--- src/rtl/dmac_pkg.sv ---
package dmac_pkg;

  typedef enum logic [3:0] {
    RK_NONE, RK_COMB, RK_TCMSK, RK_TCCLR, RK_ERRMSK, RK_ERRCLR,
    RK_TCRAW, RK_ERRRAW, RK_ENABLED, RK_SOFTREQ, RK_GCFG,
    RK_SRC, RK_DST, RK_CFG, RK_ID
  } regKind_e;

  typedef struct packed {
    logic     rdEn;
    logic     wrEn;
    logic     bad;
    regKind_e kind;
    logic [2:0] chan;
    logic [2:0] idIdx;
  } busCmd_t;

  localparam int CFG_W      = 16;
  localparam int CFG_EN     = 0;
  localparam int CFG_FLOW_H = 13;
  localparam int CFG_TCM    = 14;
  localparam int CFG_ERRM   = 15;
  localparam int GCFG_W     = 3;

  function automatic logic [7:0] idByte(input int numCh, input logic [2:0] idx);
    case (idx)
      3'd0: return (numCh == 2) ? 8'h81 : 8'h80;
      3'd1: return 8'h10;
      3'd2: return 8'h04;
      3'd3: return 8'h0A;
      3'd4: return 8'h0D;
      3'd5: return 8'hF0;
      3'd6: return 8'h05;
      default: return 8'hB1;
    endcase
  endfunction

endpackage

--- src/rtl/dmac_ctrl.sv ---
module dmac_ctrl
  import dmac_pkg::*;
#(
  parameter int NUM_CH = 8
) (
  input  logic        selIn,
  input  logic        wrIn,
  input  logic [11:0] addrIn,
  output busCmd_t     cmdOut
);
  localparam logic [3:0] NCH4 = 4'(NUM_CH);

  regKind_e kind;
  logic     decodeBad;

  always_comb begin
    kind      = RK_NONE;
    decodeBad = 1'b0;
    if (addrIn >= 12'hFE0) begin
      kind      = RK_ID;
      decodeBad = wrIn;
    end else if (addrIn[11:8] == 4'h1) begin
      if ({1'b0, addrIn[7:5]} >= NCH4) begin
        decodeBad = 1'b1;
      end else begin
        case (addrIn[4:2])
          3'd0:    kind = RK_SRC;
          3'd1:    kind = RK_DST;
          3'd2:    kind = RK_CFG;
          default: decodeBad = 1'b1;
        endcase
      end
    end else if (addrIn[11:8] == 4'h0) begin
      case (addrIn[7:2])
        6'd0:       kind = RK_COMB;
        6'd1:       kind = RK_TCMSK;
        6'd2:       kind = RK_TCCLR;
        6'd3:       kind = RK_ERRMSK;
        6'd4:       kind = RK_ERRCLR;
        6'd5:       kind = RK_TCRAW;
        6'd6:       kind = RK_ERRRAW;
        6'd7:       kind = RK_ENABLED;
        6'd8, 6'd9: kind = RK_SOFTREQ;
        6'd12:      kind = RK_GCFG;
        default:    decodeBad = 1'b1;
      endcase
    end else begin
      decodeBad = 1'b1;
    end
  end

  always_comb begin
    cmdOut.bad   = selIn & decodeBad;
    cmdOut.rdEn  = selIn & ~wrIn & ~decodeBad;
    cmdOut.wrEn  = selIn & wrIn & ~decodeBad;
    cmdOut.kind  = decodeBad ? RK_NONE : kind;
    cmdOut.chan  = addrIn[7:5];
    cmdOut.idIdx = addrIn[4:2];
  end

endmodule

--- src/rtl/dmac_dp.sv ---
module dmac_dp
  import dmac_pkg::*;
#(
  parameter int NUM_CH = 8
) (
  input  logic              clk,
  input  logic              rstN,
  input  busCmd_t           cmdIn,
  input  logic [31:0]       wdataIn,
  input  logic [NUM_CH-1:0] chanDoneIn,
  input  logic [NUM_CH-1:0] chanErrIn,
  output logic [31:0]       rdataOut,
  output logic              decErrOut,
  output logic              unsupOut,
  output logic              irqOut,
  output logic              ctrlEnOut,
  output logic [NUM_CH-1:0] tcRawOut,
  output logic [NUM_CH-1:0] errRawOut
);
  logic [31:0]       srcQ [NUM_CH];
  logic [31:0]       dstQ [NUM_CH];
  logic [CFG_W-1:0]  cfgQ [NUM_CH];
  logic [GCFG_W-1:0] gcfgQ;
  logic [NUM_CH-1:0] tcQ, errQ;
  logic [NUM_CH-1:0] tcMask, errMask, enMap;
  logic [NUM_CH-1:0] tcClr, errClr;
  logic [31:0]       rdNext;
  logic              unsupNext;

  for (genvar c = 0; c < NUM_CH; c++) begin : g_mask
    assign tcMask[c]  = cfgQ[c][CFG_TCM];
    assign errMask[c] = cfgQ[c][CFG_ERRM];
    assign enMap[c]   = cfgQ[c][CFG_EN];
  end

  always_ff @(posedge clk or negedge rstN) begin
    if (!rstN) begin
      for (int c = 0; c < NUM_CH; c++) begin
        srcQ[c] <= '0;
        dstQ[c] <= '0;
        cfgQ[c] <= '0;
      end
    end else if (cmdIn.wrEn) begin
      for (int c = 0; c < NUM_CH; c++) begin
        if (cmdIn.chan == 3'(c)) begin
          if (cmdIn.kind == RK_SRC) srcQ[c] <= wdataIn;
          if (cmdIn.kind == RK_DST) dstQ[c] <= wdataIn;
          if (cmdIn.kind == RK_CFG) cfgQ[c] <= wdataIn[CFG_W-1:0];
        end
      end
    end
  end

  always_comb begin
    tcClr  = (cmdIn.wrEn && cmdIn.kind == RK_TCCLR)  ? wdataIn[NUM_CH-1:0] : '0;
    errClr = (cmdIn.wrEn && cmdIn.kind == RK_ERRCLR) ? wdataIn[NUM_CH-1:0] : '0;
  end

  always_ff @(posedge clk or negedge rstN) begin
    if (!rstN) begin
      tcQ   <= '0;
      errQ  <= '0;
      gcfgQ <= '0;
    end else begin
      tcQ  <= (tcQ & ~tcClr) | chanDoneIn;
      errQ <= (errQ & ~errClr) | chanErrIn;
      if (cmdIn.wrEn && cmdIn.kind == RK_GCFG) gcfgQ <= wdataIn[GCFG_W-1:0];
    end
  end

  always_comb begin
    unsupNext = 1'b0;
    if (cmdIn.wrEn) begin
      case (cmdIn.kind)
        RK_SOFTREQ: unsupNext = 1'b1;
        RK_GCFG:    unsupNext = |wdataIn[2:1];
        RK_CFG:     unsupNext = wdataIn[CFG_FLOW_H];
        default:    unsupNext = 1'b0;
      endcase
    end
  end

  always_comb begin
    rdNext = '0;
    case (cmdIn.kind)
      RK_COMB:    rdNext[NUM_CH-1:0] = (tcQ & tcMask) | (errQ & errMask);
      RK_TCMSK:   rdNext[NUM_CH-1:0] = tcQ & tcMask;
      RK_ERRMSK:  rdNext[NUM_CH-1:0] = errQ & errMask;
      RK_TCRAW:   rdNext[NUM_CH-1:0] = tcQ;
      RK_ERRRAW:  rdNext[NUM_CH-1:0] = errQ;
      RK_ENABLED: rdNext[NUM_CH-1:0] = enMap;
      RK_GCFG:    rdNext[GCFG_W-1:0] = gcfgQ;
      RK_ID:      rdNext[7:0]        = idByte(NUM_CH, cmdIn.idIdx);
      RK_SRC, RK_DST, RK_CFG: begin
        for (int c = 0; c < NUM_CH; c++) begin
          if (cmdIn.chan == 3'(c)) begin
            if (cmdIn.kind == RK_SRC)      rdNext = srcQ[c];
            else if (cmdIn.kind == RK_DST) rdNext = dstQ[c];
            else                           rdNext[CFG_W-1:0] = cfgQ[c];
          end
        end
      end
      default: rdNext = '0;
    endcase
  end

  always_ff @(posedge clk or negedge rstN) begin
    if (!rstN) begin
      rdataOut  <= '0;
      decErrOut <= 1'b0;
      unsupOut  <= 1'b0;
    end else begin
      rdataOut  <= cmdIn.rdEn ? rdNext : '0;
      decErrOut <= cmdIn.bad;
      unsupOut  <= unsupNext;
    end
  end

  assign irqOut    = |((tcQ & tcMask) | (errQ & errMask));
  assign ctrlEnOut = gcfgQ[0];
  assign tcRawOut  = tcQ;
  assign errRawOut = errQ;

endmodule

--- src/rtl/dmac_regif.sv ---
module dmac_regif
  import dmac_pkg::*;
#(
  parameter int NUM_CH = 8
) (
  input  logic              clk,
  input  logic              rstN,
  input  logic              selIn,
  input  logic              wrIn,
  input  logic [11:0]       addrIn,
  input  logic [31:0]       wdataIn,
  input  logic [NUM_CH-1:0] chanDoneIn,
  input  logic [NUM_CH-1:0] chanErrIn,
  output logic [31:0]       rdataOut,
  output logic              decErrOut,
  output logic              unsupOut,
  output logic              irqOut,
  output logic              ctrlEnOut
);
  busCmd_t           busCmd;
  logic [NUM_CH-1:0] tcRaw, errRaw;

  dmac_ctrl #(.NUM_CH(NUM_CH)) u_ctrl (
    .selIn (selIn),
    .wrIn  (wrIn),
    .addrIn(addrIn),
    .cmdOut(busCmd)
  );

  dmac_dp #(.NUM_CH(NUM_CH)) u_dp (
    .clk       (clk),
    .rstN      (rstN),
    .cmdIn     (busCmd),
    .wdataIn   (wdataIn),
    .chanDoneIn(chanDoneIn),
    .chanErrIn (chanErrIn),
    .rdataOut  (rdataOut),
    .decErrOut (decErrOut),
    .unsupOut  (unsupOut),
    .irqOut    (irqOut),
    .ctrlEnOut (ctrlEnOut),
    .tcRawOut  (tcRaw),
    .errRawOut (errRaw)
  );

endmodule

--- config.mk ---
export PLATFORM = sky130hd
export DESIGN_NAME = dmac_regif
export DESIGN_NICKNAME = d
export VERILOG_FILES = /design/src/rtl/dmac_pkg.sv /design/src/rtl/dmac_ctrl.sv /design/src/rtl/dmac_dp.sv /design/src/rtl/dmac_regif.sv
export SDC_FILE = /design/constraint.sdc
export NUM_CORES = 1
export LEC_CHECK = 0
export ABC_AREA = 1
export BUFFER_PORTS_ARGS = -buffer_cell sky130_fd_sc_hd__buf_2
export CAP_MARGIN = 20
export CORE_MARGIN = 8
export CORE_UTILIZATION = 52
export CTS_CLUSTER_SIZE = 25
export DETAILED_ROUTE_END_ITERATION = 8
export MAX_ROUTING_LAYER = met4
export PLACE_DENSITY = 0.69
export SYNTH_ARGS = -nofsm -noshare
export SYNTH_HDL_FRONTEND = slang
export SYNTH_SLANG_ARGS = --single-unit
--- constraint.sdc ---
create_clock -name clk -period 1.6 [get_ports clk]
set_clock_uncertainty 0.05 [all_clocks]
set_input_delay 0.32 -clock clk [delete_from_list [all_inputs] [get_ports clk]]
set_output_delay 0.32 -clock clk [all_outputs]
set_load 0.02 [all_outputs]
# After elaboration in Yosys (flattened, before gate mapping)
# Index checks and enable logic that the tools add are counted.
word_totals:
  regBits: 693
  input_bits: 64
  output_inout_bits: 36
  wordCells: 176
op_classes:
  n_lt_le_gt_ge: 1
  n_eq_ne: 38
  mux: 54
  bitwise: 16
  n_reduce_logical: 37
ops:
  columns: ["operator", "n"]
  rows:
  - ["32-bit two-way mux", 19]
  - ["16-bit two-way mux", 16]
  - ["3-bit AND reduction", 24]
  - ["8-bit one-hot mux with 7 select lines", 1]
  - ["4-bit one-hot mux with 10 select lines", 1]
  - ["5-bit one-hot mux with 8 select lines", 1]
  - ["8-bit AND", 4]
  - ["4-bit equality test, second input constant", 7]
  - ["3-bit one-hot mux with 9 select lines", 1]
  - ["6-bit by 3-bit equality test with 1-bit output, second input constant", 4]
  - ["24-bit two-way mux", 1]
  - ["8-bit bitwise OR", 3]
  - ["3-bit equality test, second input constant", 7]
  - ["6-bit by 4-bit equality test with 1-bit output, second input constant", 3]
  - ["4-bit by 3-bit equality test with 1-bit output, second input constant", 4]
  - ["4-bit two-way mux", 4]
  - ["8-bit two-way mux", 2]
  - ["8-bit inverter", 2]
  - ["3-bit by 2-bit equality test with 1-bit output, second input constant", 4]
  - ["6-bit by 2-bit equality test with 1-bit output, second input constant", 2]
  - ["12-bit >= comparator, second input constant", 1]
  - ["4-bit one-hot mux with 3 select lines", 1]
  - ["11-bit OR reduction", 1]
  - ["4-bit by 1-bit equality test with 1-bit output, second input constant", 2]
  - ["other kinds (14)", 31]

# Depth between registers and ports, before layout
logic_depth:
  word_depth: 36
  depth_mapped: 26
  mapped_depth_nobuf: 24

# Hierarchy
# Synthesis repeated with hierarchy kept, for this count alone.
unflattened:
  cells_unflattened: 3677
  area_unflattened_um2: 31096.1
modules_own_cells:
  columns: ["module", "n_inst", "cells_per_inst", "area_each_um2", "seq_area_each_um2"]
  rows:
  - ["dmac_dp", 1, 3608, 30738.2, 17341.6]
  - ["dmac_ctrl", 1, 69, 357.8, 0.0]

# Worst setup path after synthesis
# OpenSTA, ideal clock, no wires.
synth_timing:
  path_kind: "input to register"
  startpoint: "input port addrIn[6]"
  endpoint: "register u_dp.rdataOut[15]"
  setup_time_ps: 133
  t_arrival_ps: 2360
  t_required_ps: 1417
  path_slack_ps: -943
  cell_stages: 19
  path_buffers: 5
  cell_sequence: "buf_2 > nor2_4 > nand2_2 > inv_1 > buf_2 > nand3_2 > nand3b_1 > nand2_2 > nor2_4 > nand2_4 > buf_6 > buf_2 > buf_2 > nand2_1 > nand3_1 > o211ai_1 > nand4_1 > nand2_1 > a21oi_1"
synth_via:
  elab_chain_cells: 22
  elab_cells_between_ends: 65
  cone_classes: "order compare (1); eq/ne (20); mux (37); bitwise (2); reduce/logical (5)"
synth_lines:
  columns: ["item", "line_no", "source"]
  rows:
  - ["start, declared", "dmac_regif.sv:10", "input logic [11:0] addrIn,"]
  - ["6-bit by 4-bit equality test with 1-bit output, or another cell as far along", "dmac_ctrl.sv:34", "case (addrIn[7:2])"]
  - ["2-bit OR reduction or 11-bit OR reduction (tied branches)", null, null]
  - ["4-bit one-hot mux with 10 select lines or 1-bit two-way mux (tied branches)", "dmac_ctrl.sv:34", null]
  - ["4-bit two-way mux or 1-bit two-way mux (tied branches)", "dmac_ctrl.sv:33", "end else if (addrIn[11:8] == 4'h0) begin"]
  - ["4-bit two-way mux or 1-bit two-way mux (tied branches)", "dmac_ctrl.sv:22", "end else if (addrIn[11:8] == 4'h1) begin"]
  - ["4-bit two-way mux or 1-bit two-way mux (tied branches)", "dmac_ctrl.sv:19", "if (addrIn >= 12'hFE0) begin"]
  - ["4-bit two-way mux", "dmac_ctrl.sv:56", "cmdOut.kind = decodeBad ? RK_NONE : kind;"]
  - ["4-bit equality test", "dmac_dp.sv:85, dmac_dp.sv:98", null]
  - ["16-bit two-way mux", "dmac_dp.sv:98", "else if (cmdIn.kind == RK_DST) rdNext = dstQ[c];"]
  - ["32-bit two-way mux", "dmac_dp.sv:97", "if (cmdIn.kind == RK_SRC) rdNext = srcQ[c];"]
  - ["32-bit two-way mux", "dmac_dp.sv:96", "if (cmdIn.chan == 3'(c)) begin"]
  - ["32-bit two-way mux", "dmac_dp.sv:85", "case (cmdIn.kind)"]
  - ["32-bit two-way mux (4 in series)", "dmac_dp.sv:96", null]
  - ["32-bit two-way mux", "dmac_dp.sv:85", null]
  - ["32-bit two-way mux (3 in series)", "dmac_dp.sv:96", null]
  - ["24-bit two-way mux", "dmac_dp.sv:85", null]
  - ["32-bit two-way mux *", "dmac_dp.sv:113", "rdataOut <= cmdIn.rdEn ? rdNext : '0;"]
  - ["end signal, assigned", "dmac_dp.sv:113", null]
  - ["end, declared", "dmac_dp.sv:12", "output logic [31:0] rdataOut,"]
# Mark *: on every way between the ends. The rest lies on a longest branch, timed or not. The select of a mux whose other input is x is not followed.
# A chain may end at the register's enable or synchronous reset.

# Worst setup path after layout
layout_timing:
  startpoint: "input port addrIn[11]"
  endpoint: "register u_dp.rdataOut[12]"
layout_via:
  elab_chain_cells: 20
  elab_cells_between_ends: 44
  cone_classes: "order compare (1); eq/ne (4); mux (35); bitwise (2); reduce/logical (2)"
layout_lines:
  columns: ["item", "line_no"]
  rows:
  - ["parallel branches: the longest is 19 deep, another holds 12-bit >= comparator", null]
  - ["32-bit two-way mux *", "dmac_dp.sv:113"]
# Mark *: on every way between the ends. The select of a mux whose other input is x is not followed.

==> run summary <==
number of port buffers: 97
CTS tree: yes
grt peak-use layer: met2
Lkg Pwr: 19.96 nW
hpwl dp: 67.24 mm
GPL Wtd Cong: 0.9173
non-filler cells, final: 4,998
status: finished, violations left
grt ovf: 0
initial antenna violation count: 2
Initial Util: 52.18%
Area growth syn-to-layout: 38.39%
FF+latch count, synth: 693
Final Hold Fails: 0
pwr dens: 871.4 nW/um^2
Rel. slew slack: 56.14%
Ports: 100
Synth Area per Inst: 8.402 sq um
Post-synth top flop: dfrtp_1
Crit Path Class: input pin to register
Num CTS Buffers: 74
buffers plus inverters on the worst setup path: 10
Setup crit end kind: register
total power: 37.70 mW
Tightest Pin Transition: 0.6562 ns
grt met2 use: 53.32%
RSZ-0062 raised after global routing: yes
failing checks: design-rule violations, negative setup slack
antenna viol nets, final: 0
cell count after synthesis: 3,721
Vias/cell: 6.369
first-pass GRT wire length: 178.3 mm
layout cells sized above 1: 28.77%
Root Driver: clkbuf_16
Max Cap Viol: 0
ys async rst share: 100.0%
Total GRT Usage: 34.86%
Die Span X: 261.2 um
CP Max Fanout: 7
fin. max-slew vios: 0
most common cell after layout, fill and taps aside: nand2_1
level count of the clock H-tree: 3
Max IR drop VDD: 0.8984 mV
Crit-path slowest cell: nor4_4
post-placement cell count: 4,693
worst skew pair latency: 0.63 ns
row count: 90
number of global-route vias before repair: 30,040
Core Box Area: 59,910 sq um
met1 usage: 44.15%
number of remaining DRC errors: 1
fmax: 412.5 MHz
Setup TNS: -344.20 ns
Num Clock Sinks: 693
synth warn: 0
worst setup margin: -0.8243 ns
Via Count: 31,830
Setup-failing EPs final: 704
critical-path cell list: buf_6 > inv_2 > buf_6 > nor4_4 > buf_4 > nor2_4 > nand2_4 > o21ai_4 > nand2_4 > inv_6 > buf_12 > buf_12 > buf_4 > buf_6 > buf_6 > nand2_1 > nand3_1 > a31oi_1 > nand4_1 > nand2_1 > a21oi_1
die height: 261.2 um
critical path launch point type: input pin
sequential fraction of the synthesis area: 55.47%
CTS clk-pin slew, worst paths: 0.06 ns
fin crit share: 151.5%
Hold Path Class: input pin to async pin
die area: 68,220 sq um
Crit path required time: 2.05 ns
library cells used by synthesis: 50
largest net degree at the start of global routing: 83
most frequent cells in the layout: nand2_1 (961), dfrtp_1 (693), o21ai_0 (434), buf_4 (298), o21ai_1 (235)
WL/cell: 25.82 um
syn_nets: 3,785
GR Layer Usage met3: 6.830%
min Tclk post-route: 2.424 ns
Post-layout nets: 4,221
number of synthesized flops with an enable pin: 0
Routed Wire Length: 129.1 mm
DR iter-0 viols: 4,689
synthesized cell area: 31,260 sq um
clk buf depth: 3
drt pass-1 iters: 9
Largest delay share family, worst path: buffers and inverters
Layout Utilization: 72.22%
Critical Path Most Common Cell: buf_6
worst path arrival time: 2.88 ns
Crit path largest cell delay: 0.37 ns
==> stage by stage <==
stage | worst slack [ns] | cell area (sq um) | hold WS (ns)
5_1_grt | -0.9084 | 43260 | 0.09227
3_5_place_dp | -1.495 | 35720 | 0.1188
6_report | -0.8243 | 43260 | 0.07908
3_3_place_gp | -1.469 | 35720 | 0.1202
2_1_floorplan | -0.8541 | 31810 | -0.02559
4_1_cts | -0.6564 | 41490 | 0.05727
==> metal layers <==
layer	part of all wire, %	wire length, um	vias to the layer above
met1	36	47070	15320
met3	12	15500	694
li1	-	-	13410
met2	44	56360	2416
met5	0	0	-
met4	7.8	10130	0
==> logic make-up after synthesis <==
| family | Yosys count | synth area share [%] |
|---|---|---|
| compound gates | 1055 | 18.51 |
| buf+inv | 412 | 5.335 |
| flops | 693 | 55.47 |
| mux | 10 | 0.3202 |
| simple gates | 1551 | 20.37 |
==> registers in the layout, summed over array words and instances (netlist names) <==
signal,count
u_dp.dstQ,256
u_dp.srcQ,256
u_dp.cfgQ,128
u_dp.rdataOut,32
u_dp.errRawOut,8
u_dp.tcRawOut,8
u_dp.gcfgQ,3
u_dp.decErrOut,1
u_dp.unsupOut,1
==> where the power goes <==
part / switching, mW / internal [mW]
clock network: 7.50 / 10.6
logic: 1.40 / 0.642
registers: 0.00367 / 17.5
total: 8.90 / 28.8
==> synth_stat cells, drive strengths merged (14+ instances only) <==
| library cell | instances | area [sq um] |
|---|---|---|
| or2 | 37 | 231.5 |
| nand2 | 1187 | 4493 |
| o21ai | 755 | 3782 |
| o311ai | 14 | 122.6 |
| buf | 54 | 320.3 |
| a31oi | 54 | 337.8 |
| o22ai | 20 | 125.1 |
| dfrtp | 693 | 17340 |
| a21oi | 92 | 460.4 |
| nand3 | 174 | 888.4 |
| nor2 | 107 | 446.7 |
| clkbuf | 237 | 889.6 |
| o211ai | 67 | 503.0 |
| inv | 117 | 441.7 |
| nand4 | 24 | 150.1 |
==> area by class of cell <==
cell class	count	area, sq um
Timing Repair Buffer	647	7722
Multi-Input combinational cell	2620	14180
Fill cell	4059	16640
Clock inverter	30	376.6
Clock buffer	102	2161
Sequential cell	693	17340
Antenna cell	3	7.507
Tap cell	782	978.4
Inverter	121	490.5
==> repair_timing <==
action / CTS / global route
endpoints found under the hold margin: 314 / 0
pin swaps: 79 / 64
setup endpoints to repair: 704 / 706
gates cloned: 41 / 37
buffers inserted: 55 / 31
hold buffers: 19 / 0
resized for setup: 490 / 284
==> path summary, 6_finish.rpt <==
check                      slack, ns      startpoint  cells past startpoint                end
min in group clk                0.09           selIn                      4     u_dp.decErrOut
max reg2reg                    -0.15  u_dp.dstQ[190]                      9  u_dp.rdataOut[30]
min                             0.08            rstN                      2     u_dp.decErrOut
min reg2reg                     0.43    u_dp.srcQ[5]                      2       u_dp.srcQ[5]
max                            -0.82      addrIn[11]                     21  u_dp.rdataOut[12]
max in group asynchronous       0.62            rstN                      4      u_dp.srcQ[12]
Note: power is estimated with default switching activity, not from simulation.
